File: config.mk
export PLATFORM = sky130hd
export DESIGN_NAME = scg_clock_unit
export DESIGN_NICKNAME = d
export VERILOG_FILES = /design/src/rtl/scg_pkg.sv /design/src/rtl/scg_edge_sync.sv /design/src/rtl/scg_baud_div.sv /design/src/rtl/scg_dpll.sv /design/src/rtl/scg_clock_unit.sv
export SDC_FILE = /design/constraint.sdc
export NUM_CORES = 1
export LEC_CHECK = 0
export BUFFER_PORTS_ARGS = -buffer_cell sky130_fd_sc_hd__buf_2
export CORE_MARGIN = 3
export CORE_UTILIZATION = 57
export CTS_CLUSTER_SIZE = 20
export DETAILED_ROUTE_END_ITERATION = 12
export PLACE_DENSITY = 0.77
export SYNTH_ARGS = -nofsm -noshare
export SYNTH_HDL_FRONTEND = slang
export SYNTH_SLANG_ARGS = --single-unit
File: constraint.sdc
create_clock -name clk -period 4.5 [get_ports clk]
set_clock_uncertainty 0.2 [all_clocks]
set_input_delay 0.225 -clock clk [delete_from_list [all_inputs] [get_ports clk]]
set_output_delay 0.225 -clock clk [all_outputs]
set_load 0.1 [all_outputs]
File: src/rtl/scg_pkg.sv
package scg_pkg;

    typedef enum logic [1:0] {
        SRC_PIN   = 2'd0,
        SRC_DPLL  = 2'd1,
        SRC_OSC   = 2'd2,
        SRC_BRG16 = 2'd3
    } clk_src_e;

    typedef struct packed {
        clk_src_e rx;
        clk_src_e tx;
    } route_t;

    // Mode decode: receive and transmit source per mode value.
    function automatic route_t route_of(input logic [2:0] mode, input logic alt);
        route_t r;
        case (mode)
            3'd0:         r = '{rx: SRC_PIN,  tx: SRC_PIN};
            3'd1, 3'd5:   r = '{rx: SRC_PIN,  tx: SRC_BRG16};
            3'd2, 3'd6:   r = '{rx: SRC_DPLL, tx: (alt ? SRC_BRG16 : SRC_PIN)};
            3'd3, 3'd7:   r = '{rx: SRC_DPLL, tx: SRC_DPLL};
            default:      r = '{rx: SRC_OSC,  tx: SRC_OSC};
        endcase
        return r;
    endfunction

    function automatic logic pick(input clk_src_e s, input logic pin, input logic dpll,
                                  input logic osc, input logic b16);
        case (s)
            SRC_PIN:  return pin;
            SRC_DPLL: return dpll;
            SRC_OSC:  return osc;
            default:  return b16;
        endcase
    endfunction

endpackage

File: src/rtl/scg_edge_sync.sv
module scg_edge_sync #(
    parameter int STAGES   = 2,
    parameter bit ANY_EDGE = 1'b0
) (
    input  logic clk,
    input  logic rst,
    input  logic din,
    output logic strobe
);
    logic [STAGES:0] sh;

    always_ff @(posedge clk) begin
        if (rst) sh <= '0;
        else     sh <= {sh[STAGES-1:0], din};
    end

    generate
        if (ANY_EDGE) begin : g_any
            assign strobe = sh[STAGES-1] ^ sh[STAGES];
        end else begin : g_rise
            assign strobe = sh[STAGES-1] & ~sh[STAGES];
            // a rising edge gives a single strobe
            p_single_strobe_r9: assert property (@(posedge clk) disable iff (rst)
                strobe |=> !strobe);
        end
    endgenerate
endmodule

File: src/rtl/scg_baud_div.sv
module scg_baud_div #(
    parameter int DIV_W     = 11,
    parameter int MAX_RATIO = 2048,
    parameter int OVS       = 16
) (
    input  logic             clk,
    input  logic             rst,
    input  logic [DIV_W-1:0] div_n,
    output logic             tick,
    output logic             tick16
);
    localparam int RW  = DIV_W + 2;
    localparam int C16 = $clog2(OVS);

    logic [RW-1:0]  ratio;
    logic [RW-1:0]  cnt;
    logic [C16-1:0] c16;

    always_comb begin
        if (div_n == '0)
            ratio = RW'(1);
        else if ({1'b0, div_n, 1'b0} > RW'(MAX_RATIO))
            ratio = RW'(MAX_RATIO);
        else
            ratio = {1'b0, div_n, 1'b0};
    end

    assign tick   = (cnt >= ratio - RW'(1));
    assign tick16 = tick && (c16 == C16'(OVS - 1));

    always_ff @(posedge clk) begin
        if (rst) begin
            cnt <= '0;
            c16 <= '0;
        end else begin
            cnt <= tick ? '0 : cnt + RW'(1);
            if (tick) c16 <= c16 + C16'(1);
        end
    end

    // every period ends with the count restarting
    p_tick_restart_r5: assert property (@(posedge clk) disable iff (rst)
        tick |=> (cnt == '0));
    // the over-16 strobe only ever rides on a divider tick
    p_div16_on_tick_r6: assert property (@(posedge clk) disable iff (rst)
        tick16 |-> tick);
endmodule

File: src/rtl/scg_dpll.sv
module scg_dpll #(
    parameter int OVS = 16
) (
    input  logic clk,
    input  logic rst,
    input  logic tick,
    input  logic data_edge,
    output logic bit_en
);
    localparam int PW     = $clog2(OVS);
    localparam int SAMPLE = OVS / 2;

    logic [PW-1:0] phase;

    assign bit_en = tick && !data_edge && (phase == PW'(SAMPLE));

    always_ff @(posedge clk) begin
        if (rst)            phase <= '0;
        else if (data_edge) phase <= '0;
        else if (tick)      phase <= phase + PW'(1);
    end

    // a data transition re-aligns the phase
    p_resync_r8: assert property (@(posedge clk) disable iff (rst)
        data_edge |=> (phase == '0));
    // the recovered strobe needs a divider tick
    p_strobe_on_tick_r7: assert property (@(posedge clk) disable iff (rst)
        bit_en |-> tick);
endmodule

File: src/rtl/scg_clock_unit.sv
module scg_clock_unit
    import scg_pkg::*;
#(
    parameter int DIV_W       = 11,
    parameter int MAX_RATIO   = 2048,
    parameter int OVS         = 16,
    parameter int SYNC_STAGES = 2
) (
    input  logic             clk,
    input  logic             rst,
    input  logic [2:0]       clk_mode,
    input  logic             tx_alt_sel,
    input  logic             txpin_drive,
    input  logic [DIV_W-1:0] baud_div,
    input  logic             rx_clk_in,
    input  logic             tx_clk_in,
    input  logic             osc_tick,
    input  logic             rx_data,
    output logic             rx_bit_en,
    output logic             tx_bit_en,
    output logic             tx_clk_out,
    output logic             tx_clk_oe
);
    localparam int NSYNC = 3;

    logic [2:0]       mode_q;
    logic             alt_q;
    logic [NSYNC-1:0] raw_in;
    logic [NSYNC-1:0] strb;
    logic             tick, tick16, dpll_en;
    route_t           rt;

    always_ff @(posedge clk) begin
        if (rst) begin
            mode_q <= clk_mode;
            alt_q  <= tx_alt_sel;
        end
    end

    // index 0: receive pin, 1: transmit pin, 2: received data (both edges)
    assign raw_in = {rx_data, tx_clk_in, rx_clk_in};

    for (genvar i = 0; i < NSYNC; i++) begin : g_sync
        scg_edge_sync #(
            .STAGES  (SYNC_STAGES),
            .ANY_EDGE(i == NSYNC - 1)
        ) u_sync (
            .clk   (clk),
            .rst   (rst),
            .din   (raw_in[i]),
            .strobe(strb[i])
        );
    end

    scg_baud_div #(
        .DIV_W    (DIV_W),
        .MAX_RATIO(MAX_RATIO),
        .OVS      (OVS)
    ) u_div (
        .clk   (clk),
        .rst   (rst),
        .div_n (baud_div),
        .tick  (tick),
        .tick16(tick16)
    );

    scg_dpll #(.OVS(OVS)) u_dpll (
        .clk      (clk),
        .rst      (rst),
        .tick     (tick),
        .data_edge(strb[2]),
        .bit_en   (dpll_en)
    );

    always_comb rt = route_of(mode_q, alt_q);

    assign rx_bit_en  = !rst && pick(rt.rx, strb[0], dpll_en, osc_tick, tick16);
    assign tx_bit_en  = !rst && pick(rt.tx, strb[1], dpll_en, osc_tick, tick16);
    assign tx_clk_out = tx_bit_en;
    assign tx_clk_oe  = txpin_drive && (rt.tx != SRC_PIN);

    // the latched mode does not move outside reset
    p_mode_hold_r1: assert property (@(posedge clk) disable iff (rst)
        1'b1 |=> ($stable(mode_q) && $stable(alt_q)));
    // no pin drive without the enable bit
    p_oe_needs_drive_r10: assert property (@(posedge clk) disable iff (rst)
        !txpin_drive |-> !tx_clk_oe);
endmodule

After elaboration in Yosys (flattened, before gate mapping)
Cells that the tools add are included.
{"block": "totals", "output_inout_bits": 4, "register_bits": 34, "wordCells": 55, "in_bits": 22}
{"block": "op_classes", "mux": 6, "n_eq_ne": 12, "reduce_logical": 18, "addsub": 4, "n_lt_le_gt_ge": 2, "bitwise": 5}
{"operator": "4-bit case mux with 4 select lines", "count": 1}
{"operator": "13-bit by 1-bit adder with 13-bit output (second input constant)", "count": 1}
{"operator": "13-bit >= comparator", "count": 1}
{"operator": "13-bit two-way mux", "count": 1}
{"operator": "13-bit by 1-bit subtractor with 13-bit output (second input constant)", "count": 1}
{"operator": "12-bit greater-than comparator (second input constant)", "count": 1}
{"operator": "12-bit two-way mux", "count": 1}
{"operator": "11-bit logical NOT", "count": 1}
{"operator": "2-bit OR reduction", "count": 5}
{"operator": "3-bit == test (second input constant)", "count": 3}
{"operator": "4-bit by 1-bit adder with 4-bit output (second input constant)", "count": 2}
{"operator": "4-bit == test (second input constant)", "count": 2}
{"operator": "3-bit by 2-bit == test with 1-bit output (second input constant)", "count": 2}
{"operator": "1-bit logical AND", "count": 6}
{"operator": "1-bit case mux with 3 select lines", "count": 2}
{"operator": "2-bit by 1-bit == test with 1-bit output (second input constant)", "count": 2}
{"operator": "2-bit == test (second input constant)", "count": 2}
{"operator": "2-bit logical NOT", "count": 2}
{"operator": "3-bit by 1-bit == test with 1-bit output (second input constant)", "count": 1}
{"operator": "3-bit logical NOT", "count": 1}
{"operator": "1-bit AND", "count": 2}
{"operator": "1-bit logical NOT", "count": 2}
{"operator": "2-bit two-way mux", "count": 1}
{"operator": "1-bit inverter", "count": 2}
{"operator": "other kinds (2)", "count": 2}

Longest topological paths before layout
Gate-level depths: netlist of the first run.
{"block": "depth", "ltp_word": 9, "ltp_mapped": 13, "ltp_nobuf": 11}

Hierarchy
Synthesis of the first run repeated with hierarchy kept, for this count alone.
{"block": "hier_totals", "hier_cells": 231, "area_unflattened_um2": 2084.5}
{"mod": "scg_baud_div", "seq_area_each_um2": 340.3, "area_each_um2": 1357.6, "cells_per_inst": 167, "n_inst": 1}
{"mod": "scg_edge_sync", "seq_area_each_um2": 60.1, "area_each_um2": 87.6, "cells_per_inst": 7, "n_inst": 3}
{"mod": "scg_clock_unit", "seq_area_each_um2": 120.1, "area_each_um2": 236.5, "cells_per_inst": 20, "n_inst": 1}
{"mod": "scg_dpll", "seq_area_each_um2": 80.1, "area_each_um2": 227.7, "cells_per_inst": 23, "n_inst": 1}

Least setup slack after synthesis of the first run
OpenSTA, ideal clock, no wires.
{"block": "synth_timing", "kind": "input to output", "start": "input baud_div[1]", "end": "output rx_bit_en", "required_time_ps": 4075, "n_path_buf": 2, "setup_slack_ps": -104, "path_stages": 13, "arrival_time_ps": 4179, "cell_sequence": "or4_4 or4_1 buf_2 nor4_4 nor2_1 a211oi_1 ha_1 and3_1 o2111a_1 and2_1 clkbuf_1 nor2_1 o32ai_1"}
{"block": "synth_between", "elab_chain_len": 9, "word_cells_on_any_way": 11, "cone_classes": "add/sub (1); order compare (2); mux (3); reduce/logical (5)"}
{"element": "start: declaration", "line": "scg_clock_unit.sv:14", "text": "input logic [DIV_W-1:0] baud_div,"}
{"element": "12-bit greater-than comparator", "line": "scg_baud_div.sv:22", "text": "else if ({1'b0, div_n, 1'b0} > RW'(MAX_RATIO))"}
{"element": "12-bit two-way mux", "line": "scg_baud_div.sv:22"}
{"element": "13-bit two-way mux (*)", "line": "scg_baud_div.sv:20", "text": "if (div_n == '0)"}
{"element": "13-bit by 1-bit subtractor with 13-bit output (*)", "line": "scg_baud_div.sv:28", "text": "assign tick = (cnt >= ratio - RW'(1));"}
{"element": "13-bit >= comparator (*)", "line": "scg_baud_div.sv:28"}
{"element": "1-bit logical AND (2 in series)", "line": "scg_dpll.sv:15", "text": "assign bit_en = tick && !data_edge && (phase == PW'(SAMPLE));"}
{"element": "1-bit case mux with 3 select lines (*)", "line": "scg_pkg.sv:30", "text": "case (s)"}
{"element": "1-bit logical AND (*)", "line": "scg_clock_unit.sv:77", "text": "assign rx_bit_en = !rst && pick(rt.rx, strb[0], dpll_en, osc_tick, tick16);"}
{"element": "end: declaration", "line": "scg_clock_unit.sv:19", "text": "output logic rx_bit_en,"}
Every way passes the cells marked *; elsewhere a longest branch is shown, timed or not.

Worst setup path in the final report of the first run
Ends and elaborated chain as after synthesis.

==> results of run 1 <==
==> Yosys cell counts, drive strengths merged <==
cell and n:
o22ai 1, conb 1, a21o 2, a221o 1, o22a 1, and4 3, mux2i 3, o32ai 1
a21boi 1, and2 3, dfxtp 30, and4b 1, nand2 12, or3 4, nand3 10, edfxtp 4
o41ai 1, nor4 1, nor2 26, nor3 4, o2111ai 1, o21a 1, a31oi 1, inv 7
ha 17, a21oi 9, buf 3, mux2 2, nor4b 1, nor2b 13, o211ai 1, xor2 11
o2111a 1, xnor2 4, or4 2, and3 4, a2111oi 1, o21ai 13, nor3b 2, a211oi 6
clkbuf 4, nand4 4
==> final cells by class <==
class                   count  area share [%]
well taps                  44           2.454
clock inverters             3          0.7250
flip-flops and latches     34           32.12
repair buffers             34           9.370
clock buffers               5           1.673
multi-input cells         171           52.48
inverters                   7           1.171
==> flip-flops by register name, indices dropped and copies added, names as in the netlist <==
signal and count:
mode_q 3, alt_q 1, u_div.cnt 13, g_sync.u_sync.sh 9
u_dpll.phase 4, u_div.c16 4
==> worst max-delay path, delay by kind of cell <==
kind	cells	cell delay (ns)
compound gates	4	1.00
fa+ha+maj	1	0.28
buf+inv	2	0.43
simple gates	6	1.87
==> worst max path at each step <==
stage | end | cells after the start
after floorplan | tx_clk_out | 13
after global placement | rx_bit_en | 13
after detailed placement | rx_bit_en | 13
after CTS | rx_bit_en | 13
after global routing | rx_bit_en | 14
final | rx_bit_en | 13
==> metal layers <==
layer	vias to the layer above	wire [um]
met5	-	0
met4	0	61
met3	4	140
met2	29	1879
met1	737	1799
li1	858	-
==> power by group through the flow <==
| stage | clock network (uW) | registers, uW | logic [uW] |
|---|---|---|---|
| CTS | 170 | 322 | 85.9 |
| floorplan | 0 | 327 | 58.4 |
| global route | 181 | 324 | 96.0 |
| finish | 166 | 322 | 85.7 |
| detailed placement | 0 | 329 | 81.2 |
| global placement | 0 | 329 | 80.0 |
==> metrics by stage <==
stage	worst slack [ns]	instance area [um^2]
finish	0.2730	2243
global route	0.01724	2243
CTS	0.2966	2243
detailed placement	0.3126	2120
global placement	0.3325	2120
floorplan	0.004172	1956
==> kinds of logic after synthesis <==
kind of cell / after synthesis / synth area share (%)
other: 1 / 0.1929
AO/OA/AOI/OAI: 42 / 14.29
adder cells (fa/ha/maj): 17 / 10.94
XOR/XNOR: 15 / 6.756
buffers and inverters: 14 / 2.960
flip-flops: 34 / 37.07
AND/OR/NAND/NOR: 90 / 25.10
multiplexers: 5 / 2.703
==> cell usage in the layout, fill, tap and decap left out, drive strengths merged, types with 2 or more instances in the layout <==
| cell | instances |
|---|---|
| mux2i | 3 |
| a211oi | 6 |
| dfxtp | 30 |
| dlygate4sd3 | 7 |
| conb | 2 |
| nand3 | 10 |
| mux2 | 2 |
| edfxtp | 4 |
| buf | 27 |
| a21oi | 9 |
| and4 | 3 |
| nand2 | 12 |
| nor3b | 2 |
| clkinv | 2 |
| nor2b | 13 |
| or3 | 4 |
| xnor2 | 4 |
| a21o | 2 |
| nor2 | 26 |
| inv | 7 |
| nand4 | 4 |
| xor2 | 11 |
| nor3 | 4 |
| or4 | 2 |
| and3 | 4 |
| o21ai | 13 |
| ha | 17 |
| clkbuf | 5 |
| and2 | 3 |
==> timing repair <==
action                    in CTS  in global routing
hold buffers                   7                  0
hold endpoints to repair       7                  0
gates resized for setup        0                  0
==> results by group, run 1 <==
Power
  – Power, Total: roughly 570 uW
  – Reg power frac: ~56%
  – Leak pwr: 0.0009796 uW
  – Sw Pwr: 168.6 uW
  – VDD IR max: roughly 0.23 mV
  – Comb pwr share: between 10% and 20%
  – Switching Share: between 20% and 30%
  – Clk pwr share: 28.9%
  – Cell-internal power: a little over 400 uW
  – Pwr dens: between 200 and 300 mW/mm^2

Yosys
  – Mapped Area: around 0.0019 mm^2
  – FF+latch count, synth: 34
  – Largest area contributor in the netlist: dfxtp_1
  – Sequential fraction of the synthesis area: between 30% and 40%
  – Post-Synthesis Cells: ~220
  – Netlist cell types: 45
  – Leading cell types by total area after synthesis: dfxtp_1, ha_1, edfxtp_1, nor2_1, xor2_1
  – Synth Area per Inst: 8.919 um^2
  – Synth Warn #: 0
  – Area share of the largest cell type after synthesis: 30.89%

Cells and area
  – Nets: approximately 290
  – ANT cells: 0
  – Non-Filler Instances: slightly below 300
  – Fraction of layout cells with a size suffix above 1: 15.75%
  – Fillcell total: about 280
  – Post-layout util: 71.15%
  – Multi-input logic area: around 0.0012 mm^2
  – Register area: between 700 and 800 um^2
  – P&R area growth vs syn: 15.38%

CTS
  – Num CTS Buffers: 5
  – Postcts setup bufs: 0
  – H-tree depth: 2
  – Clock buffer depth: 2
  – CTS sink count: 34
  – Clock slew at reported path FFs: approximately 0.11 ns
  – Worst skew pair latency: 0.34 ns
  – Clock root buffer master: clkbuf_4
  – CTS tree: yes

Critical path
  – Arrival time at the worst endpoint: around 3.8 ns
  – Slowest cell on the critical path: or4_1
  – Crit Path Class: primary input to primary output
  – Worst Setup SP: baud_div[1]
  – Worst reg-to-reg setup slack: about 1.9 ns
  – FF-to-FF End: u_div.cnt[11]
  – Crit end category: primary output
  – Critical path startpoint category: primary input
  – R2r startpoint: u_div.cnt[7]
  – Critical Path Max Stage Delay: between 0.5 and 0.6 ns
  – CP Cell Sequence: buf_2 > or4_4 > or4_1 > nor4_4 > nor2_1 > a211oi_1 > ha_1 > and3_1 > a221o_1 > a21o_1 > nor2_1 > o32ai_2 > buf_2
  – Reg2Reg Depth: 7
  – Critical Path RT: 4.07 ns
  – CP max FO: 8

Timing
  – Sum Neg Setup Slack: 0 ns
  – Max frequency: between 200 and 250 MHz
  – Hold Violations, Final: 0
  – Setup violators final: 0
  – Final Cycle Share: between 90% and 100%
  – Final hold slack: approximately 0.1 ns
  – RSZ-0062 raised after global routing: no
  – Slew Viols, Final: 0
  – Minimum clock period: 4.227 ns

Hold path
  – Hold endpoint: g_sync[0].u_sync.sh[2]
  – Hold depth: 2
  – HP Class: primary input to register
  – Hold_sp: rst

Run status
  – Status: completed

Placement
  – Number of placed instances, taps included: around 280
  – Estimated wirelength of the detail-placed design: between 2000 and 3000 um
  – Count of buffers from port buffering: 25
  – Global placement routability congestion: between 0.8 and 0.9

Global route
  – Met3 usage: roughly 5.1%
  – Grt total ovfl: 0
  – GRT Overall Usage: between 20% and 30%
  – First-pass GRT wire length: 6762 um
  – Initial antenna violation count: 0
  – Met2 Use GR: between 30% and 40%
  – Vias in the first global route: roughly 1500
  – Largest net degree at the start of global routing: 26
  – Met1 usage: between 20 and 30%
  – Most Used Layer, Global Route: met2

Route
  – Antenna-violating nets left: 0
  – Drt pass-1 iters: 5
  – DR WL/cell: between 10 and 15 um
  – Via-per-instance ratio: 5.463
  – # DRC: 0
  – Final WL: between 3000 and 4000 um
  – DRT iter0 DRCs: a little under 100
  – Vias: around 1600

Flow run
  – Max_cap viols: 0

Die
  – Die X: 64.41 um
  – Initial Util: about three fifths
  – Die area: approximately 0.0041 mm^2
  – Row Count: 20
  – Die span in y: ~64 um
  – Core Box Area: between 0.003 and 0.004 mm^2
  – Io pins: 26
(Power assumes the default switching activity.)
==> run 2: changes to the inputs <==
Settings changed: CORE_ASPECT_RATIO from default to 0.7.
==> run 2 against run 1 <==
Compared with the run above:
- via count grew 2.5%
- sequential share of layout area shrank 0.42 points
- non-clock buffer count is the same
- global-route usage shrank 0.49 points
- largest cell class unchanged
- largest power group unchanged
- highest routed layer unchanged
==> results by group, run 2 (synthesis results as in run 1) <==
Run status
  – Status: completed

CTS
  – Clock root buffer master: clkbuf_8
  – Num CTS Buffers: 5
  – H-tree depth: 2
  – Worst skew pair latency: between 0.2 and 0.3 ns
  – CTS sink count: 34
  – Postcts setup bufs: 0
  – CTS tree: yes
  – Clock buffer depth: 2
  – Clock slew at reported path FFs: ~0.060 ns

Cells and area
  – Multi-input logic area: 0.001177 mm^2
  – Max reg flops: 13
  – Commonest cells after routing, fill and taps aside: dfxtp_1, nor2_1, buf_2
  – Register area: approximately 720 um^2
  – Post-layout util: 70.78%
  – Fillcell total: around 270
  – ANT cells: 0
  – Most common cell after layout, fill and taps aside: dfxtp_1
  – Fraction of layout cells with a size suffix above 1: around 15%
  – Nets: about 300
  – P&R area growth vs syn: 16.92%
  – Most flop-heavy register: u_div.cnt
  – Largest registers: u_div.cnt: 13 flops, g_sync.u_sync.sh: 9 flops

Route
  – Via-per-instance ratio: 5.542
  – Drt pass-1 iters: 4
  – Final WL: around 3900 um
  – Vias: about 1700
  – # DRC: 0
  – DR WL/cell: 12.85 um
  – Antenna-violating nets left: 0
  – DRT iter0 DRCs: 125

Die
  – Core Box Area: between 0.003 and 0.004 mm^2
  – Initial Util: 60.54%
  – Io pins: 26
  – Row Count: 17
  – Die area: around 0.0042 mm^2
  – Die span in y: 54.87 um
  – Die X: between 70 and 80 um

Timing
  – Sum Neg Setup Slack: 0 ns
  – RSZ-0062 raised after global routing: no
  – Worst-Margin Slew: between 0.5 and 0.6 ns
  – Hold Violations, Final: 0
  – Slew Viols, Final: 0
  – Slew margin rel.: about two thirds
  – Final Cycle Share: 92.38%
  – Minimum clock period: a little over 4 ns
  – Max frequency: roughly 240 MHz
  – Setup violators final: 0

Power
  – Pwr dens: 272.7 mW/mm^2
  – VDD IR max: 0.1687 mV
  – Leak pwr: 0.0009905 uW

Critical path
  – CP Cell Sequence: buf_2 > or4_4 > or4_1 > nor4_4 > buf_4 > o21ai_0 > nor2_1 > ha_1 > and3_1 > a221o_1 > a21o_1 > nor2_1 > o32ai_2 > buf_2
  – Crit end category: primary output
  – CP max FO: 8
  – Kind of cell adding the most delay to the critical path: simple AND/OR/NAND/NOR gates
  – CP Buf/Inv Count: 3
  – Arrival time at the worst endpoint: between 3 and 4 ns
  – Slowest cell on the critical path: or4_1
  – Critical Path RT: 4.07 ns
  – Crit Path Class: primary input to primary output
  – Critical path startpoint category: primary input
  – Critical Path Max Stage Delay: 0.58 ns

Global route
  – GRT Overall Usage: 20.38%
  – Grt total ovfl: 0
  – First-pass GRT wire length: between 6000 and 7000 um
  – Vias in the first global route: about 1400
  – Largest net degree at the start of global routing: 26
  – Initial antenna violation count: 0

Placement
  – Estimated wirelength of the detail-placed design: 2797 um
  – Count of buffers from port buffering: 25
  – Global placement routability congestion: between 0.7 and 0.8

Flow run
  – Max_cap viols: 0

Hold path
  – HP Class: primary input to register
run 2: cell type report:
class	count	share of cell area (%)
clock buffer	8	3.522
inverter	7	1.156
tap	47	2.587
timing repair buffer	34	9.246
sequential	34	31.70
multi-input combinational	171	51.79
run 2: per-stage QoR:
stage	hold WS (ns)	cells	setup slack, ns	total power (uW)	instance area (um^2)
6_report	0.1796	301	0.3429	620.0	2273
4_1_cts	0.1854	301	0.3504	625.9	2273
3_5_place_dp	0.2039	286	0.3333	410.2	2123
5_1_grt	0.2088	301	0.1264	649.6	2273
2_1_floorplan	0.1239	219	0.004172	385.9	1956
3_3_place_gp	0.2057	286	0.4085	409.2	2123
run 2: path summary, 6_finish.rpt:
| path | from | end | slack (ns) | cells after the start |
|---|---|---|---|---|
| setup / recovery | baud_div[1] | rx_bit_en | 0.34 | 14 |
| hold / removal | rst | g_sync[0].u_sync.sh[2] | 0.18 | 2 |
| setup reg to reg | u_div.cnt[8] | u_div.cnt[2] | 1.90 | 7 |
| hold reg to reg | g_sync[0].u_sync.sh[1] | g_sync[0].u_sync.sh[2] | 0.23 | 2 |
run 2: routing by layer:
layer / share of wire (%) / routed length, um / vias up / track usage [%]
met5: 0 / 0 / - / 0
met4: 0.88 / 34 / 0 / 6.105
met3: 5.4 / 209 / 4 / 5.688
met2: 41 / 1603 / 36 / 30.54
met1: 52 / 2020 / 780 / 28.41
li1: - / - / 848 / -
run 2: timing repair:
| action | in CTS | in global routing |
|---|---|---|
| hold buffers | 7 | 0 |
| endpoints found under the setup margin | 0 | 0 |
| resized for setup | 0 | 0 |
| hold endpoints to repair | 7 | 0 |
run 2: report_power, final:
part           internal, uW  switching, uW  total (uW)
logic                  31.5           55.2        86.7
clock network           110            101         210
registers               316           7.18         323
==> run 3: changes to the inputs <==
Settings changed: PLACE_DENSITY 0.77 to 0.9, REMOVE_ABC_BUFFERS from default to 1.
==> run 3 against run 2 <==
Compared with the run above:
- first-iteration DRC count is 18% lower
- highest routed layer unchanged
- clock power is 37% higher
- hold slack worse by 0.031 ns
==> results by group, run 3 (synthesis results as in run 1) <==
Die
  – Die X: ~76 um
  – Die span in y: around 55 um
  – Core Box Area: between 0.003 and 0.004 mm^2
  – Row Count: 17
  – Io pins: 26
  – Die area: between 0.004 and 0.005 mm^2
  – Initial Util: about 60%

Placement
  – Estimated wirelength of the detail-placed design: about 3000 um
  – Count of buffers from port buffering: 25
  – Number of placed instances, taps included: around 290
  – Pre-CTS setup slack: around 0.39 ns
  – Global placement routability congestion: 0.8412

Timing
  – Final Cycle Share: between 90 and 100%
  – Final Worst Setup Slack: between 0.3 and 0.4 ns
  – Slew Viols, Final: 0
  – Setup violators final: 0
  – Minimum clock period: roughly 4.2 ns
  – Hold Violations, Final: 0
  – RSZ-0062 raised after global routing: no
  – Sum Neg Setup Slack: 0 ns
  – Max frequency: about 240 MHz
  – Final hold slack: ~0.15 ns

Critical path
  – FF-to-FF End: u_div.cnt[8]
  – Critical Path RT: 4.07 ns
  – Worst Setup SP: baud_div[1]
  – Worst reg-to-reg setup slack: roughly 1.9 ns
  – CP max FO: 8
  – Crit Path Class: primary input to primary output
  – Reg2Reg Depth: 7
  – Critical path startpoint category: primary input
  – R2r startpoint: u_div.cnt[8]
  – Arrival time at the worst endpoint: ~3.7 ns
  – Crit end category: primary output

Flow run
  – Max_cap viols: 0

Hold path
  – Hold endpoint: g_sync[1].u_sync.sh[2]
  – Hold depth: 2
  – Hold_sp: rst
  – HP Class: primary input to register

Route
  – DR WL/cell: around 13 um
  – Vias: 1687
  – Via-per-instance ratio: about 5.6
  – Final WL: 4014 um
  – DRT iter0 DRCs: a little over 100
  – # DRC: 0
  – Drt pass-1 iters: 4
  – Antenna-violating nets left: 0

Global route
  – First-pass GRT wire length: roughly 6300 um
  – Grt total ovfl: 0
  – Initial antenna violation count: 0
  – Vias in the first global route: between 1000 and 1500
  – GRT Overall Usage: about a fifth
  – Largest net degree at the start of global routing: 26

Cells and area
  – Most flop-heavy register: u_div.cnt
  – Nets: 292
  – Most common cell after layout, fill and taps aside: dfxtp_1
  – Non-Filler Instances: about 300
  – Commonest cells after routing, fill and taps aside: dfxtp_1, nor2_1, buf_2
  – Max reg flops: 13
  – Fraction of layout cells with a size suffix above 1: 15.35%
  – Largest registers: u_div.cnt: 13 flops, g_sync.u_sync.sh: 9 flops
  – ANT cells: 0
  – Fillcell total: 244
  – P&R area growth vs syn: 18.40%

CTS
  – Num CTS Buffers: 5
  – H-tree depth: 2
  – Clock slew at reported path FFs: approximately 0.070 ns
  – CTS sink count: 34
  – Worst skew pair latency: about 0.29 ns
  – Clock root buffer master: clkbuf_8
  – CTS tree: yes
  – Clock buffer depth: 2

Power
  – Power, Total: between 600 and 700 uW
  – VDD IR max: approximately 0.27 mV
  – Leak pwr: 0.001008 uW
  – Pwr dens: around 300 mW/mm^2

Run status
  – Status: completed
run 3: changes by cell type in the layout (fill, tap and decap cells not counted):
cell,previous run,this run
bufinv_16,0,1
clkbuf_8,5,6
clkbuf_1,3,1
o32ai_1,0,1
o32ai_2,1,0
run 3: area by class of cell:
class | instances | area [um^2] | area share [%]
multi-input combinational | 171 | 1170 | 50.82
tap | 47 | 58.81 | 2.554
timing repair buffer | 34 | 210.2 | 9.130
inverter | 7 | 26.28 | 1.141
sequential | 34 | 720.7 | 31.30
clock buffer | 7 | 86.33 | 3.750
clock inverter | 1 | 30.03 | 1.304
run 3: repair_timing:
action / CTS / global route
endpoints found under the hold margin: 7 / 0
resized for setup: 0 / 0
setup buffers: 0 / 0
hold buffers: 7 / 0
run 3: routing by layer:
layer,GRT usage (%),share of wire [%],vias up
met2,32.24,47,33
met4,8.721,0.70,0
met1,27.44,48,791
met3,5.505,4.2,4
met5,0,0,-
li1,-,-,859
run 3: worst max path at each step:
stage	endpoint	slack, ns	cells after the start
after CTS	rx_bit_en	0.35	14
final	rx_bit_en	0.34	14
after floorplan	tx_bit_en	-0.07	11
after global placement	rx_bit_en	0.44	13
after global routing	rx_bit_en	0.16	12
after detailed placement	rx_bit_en	0.39	14
run 3: metrics by stage:
step                      util [%]  area [um^2]
final                        71.68         2302
after global routing         71.68         2302
after CTS                    71.68         2302
after detailed placement     65.87         2116
after global placement       65.87         2116
after floorplan                  -         1917
run 3: worst max-delay path, cell delays in order:
cell and delay [ns]:
buf_2 0.12, or4_4 0.55, or4_1 0.58, nor4_4 0.21
buf_4 0.19, o21ai_0 0.08, nor2_1 0.11, ha_1 0.23
and3_1 0.16, a221o_1 0.36, a21o_1 0.28, nor2_1 0.22
o32ai_1 0.11, buf_2 0.31
run 3: report_power, final:
part | switching, uW | internal (uW)
registers | 7.04 | 316
clock network | 107 | 180
logic | 55.0 | 31.2
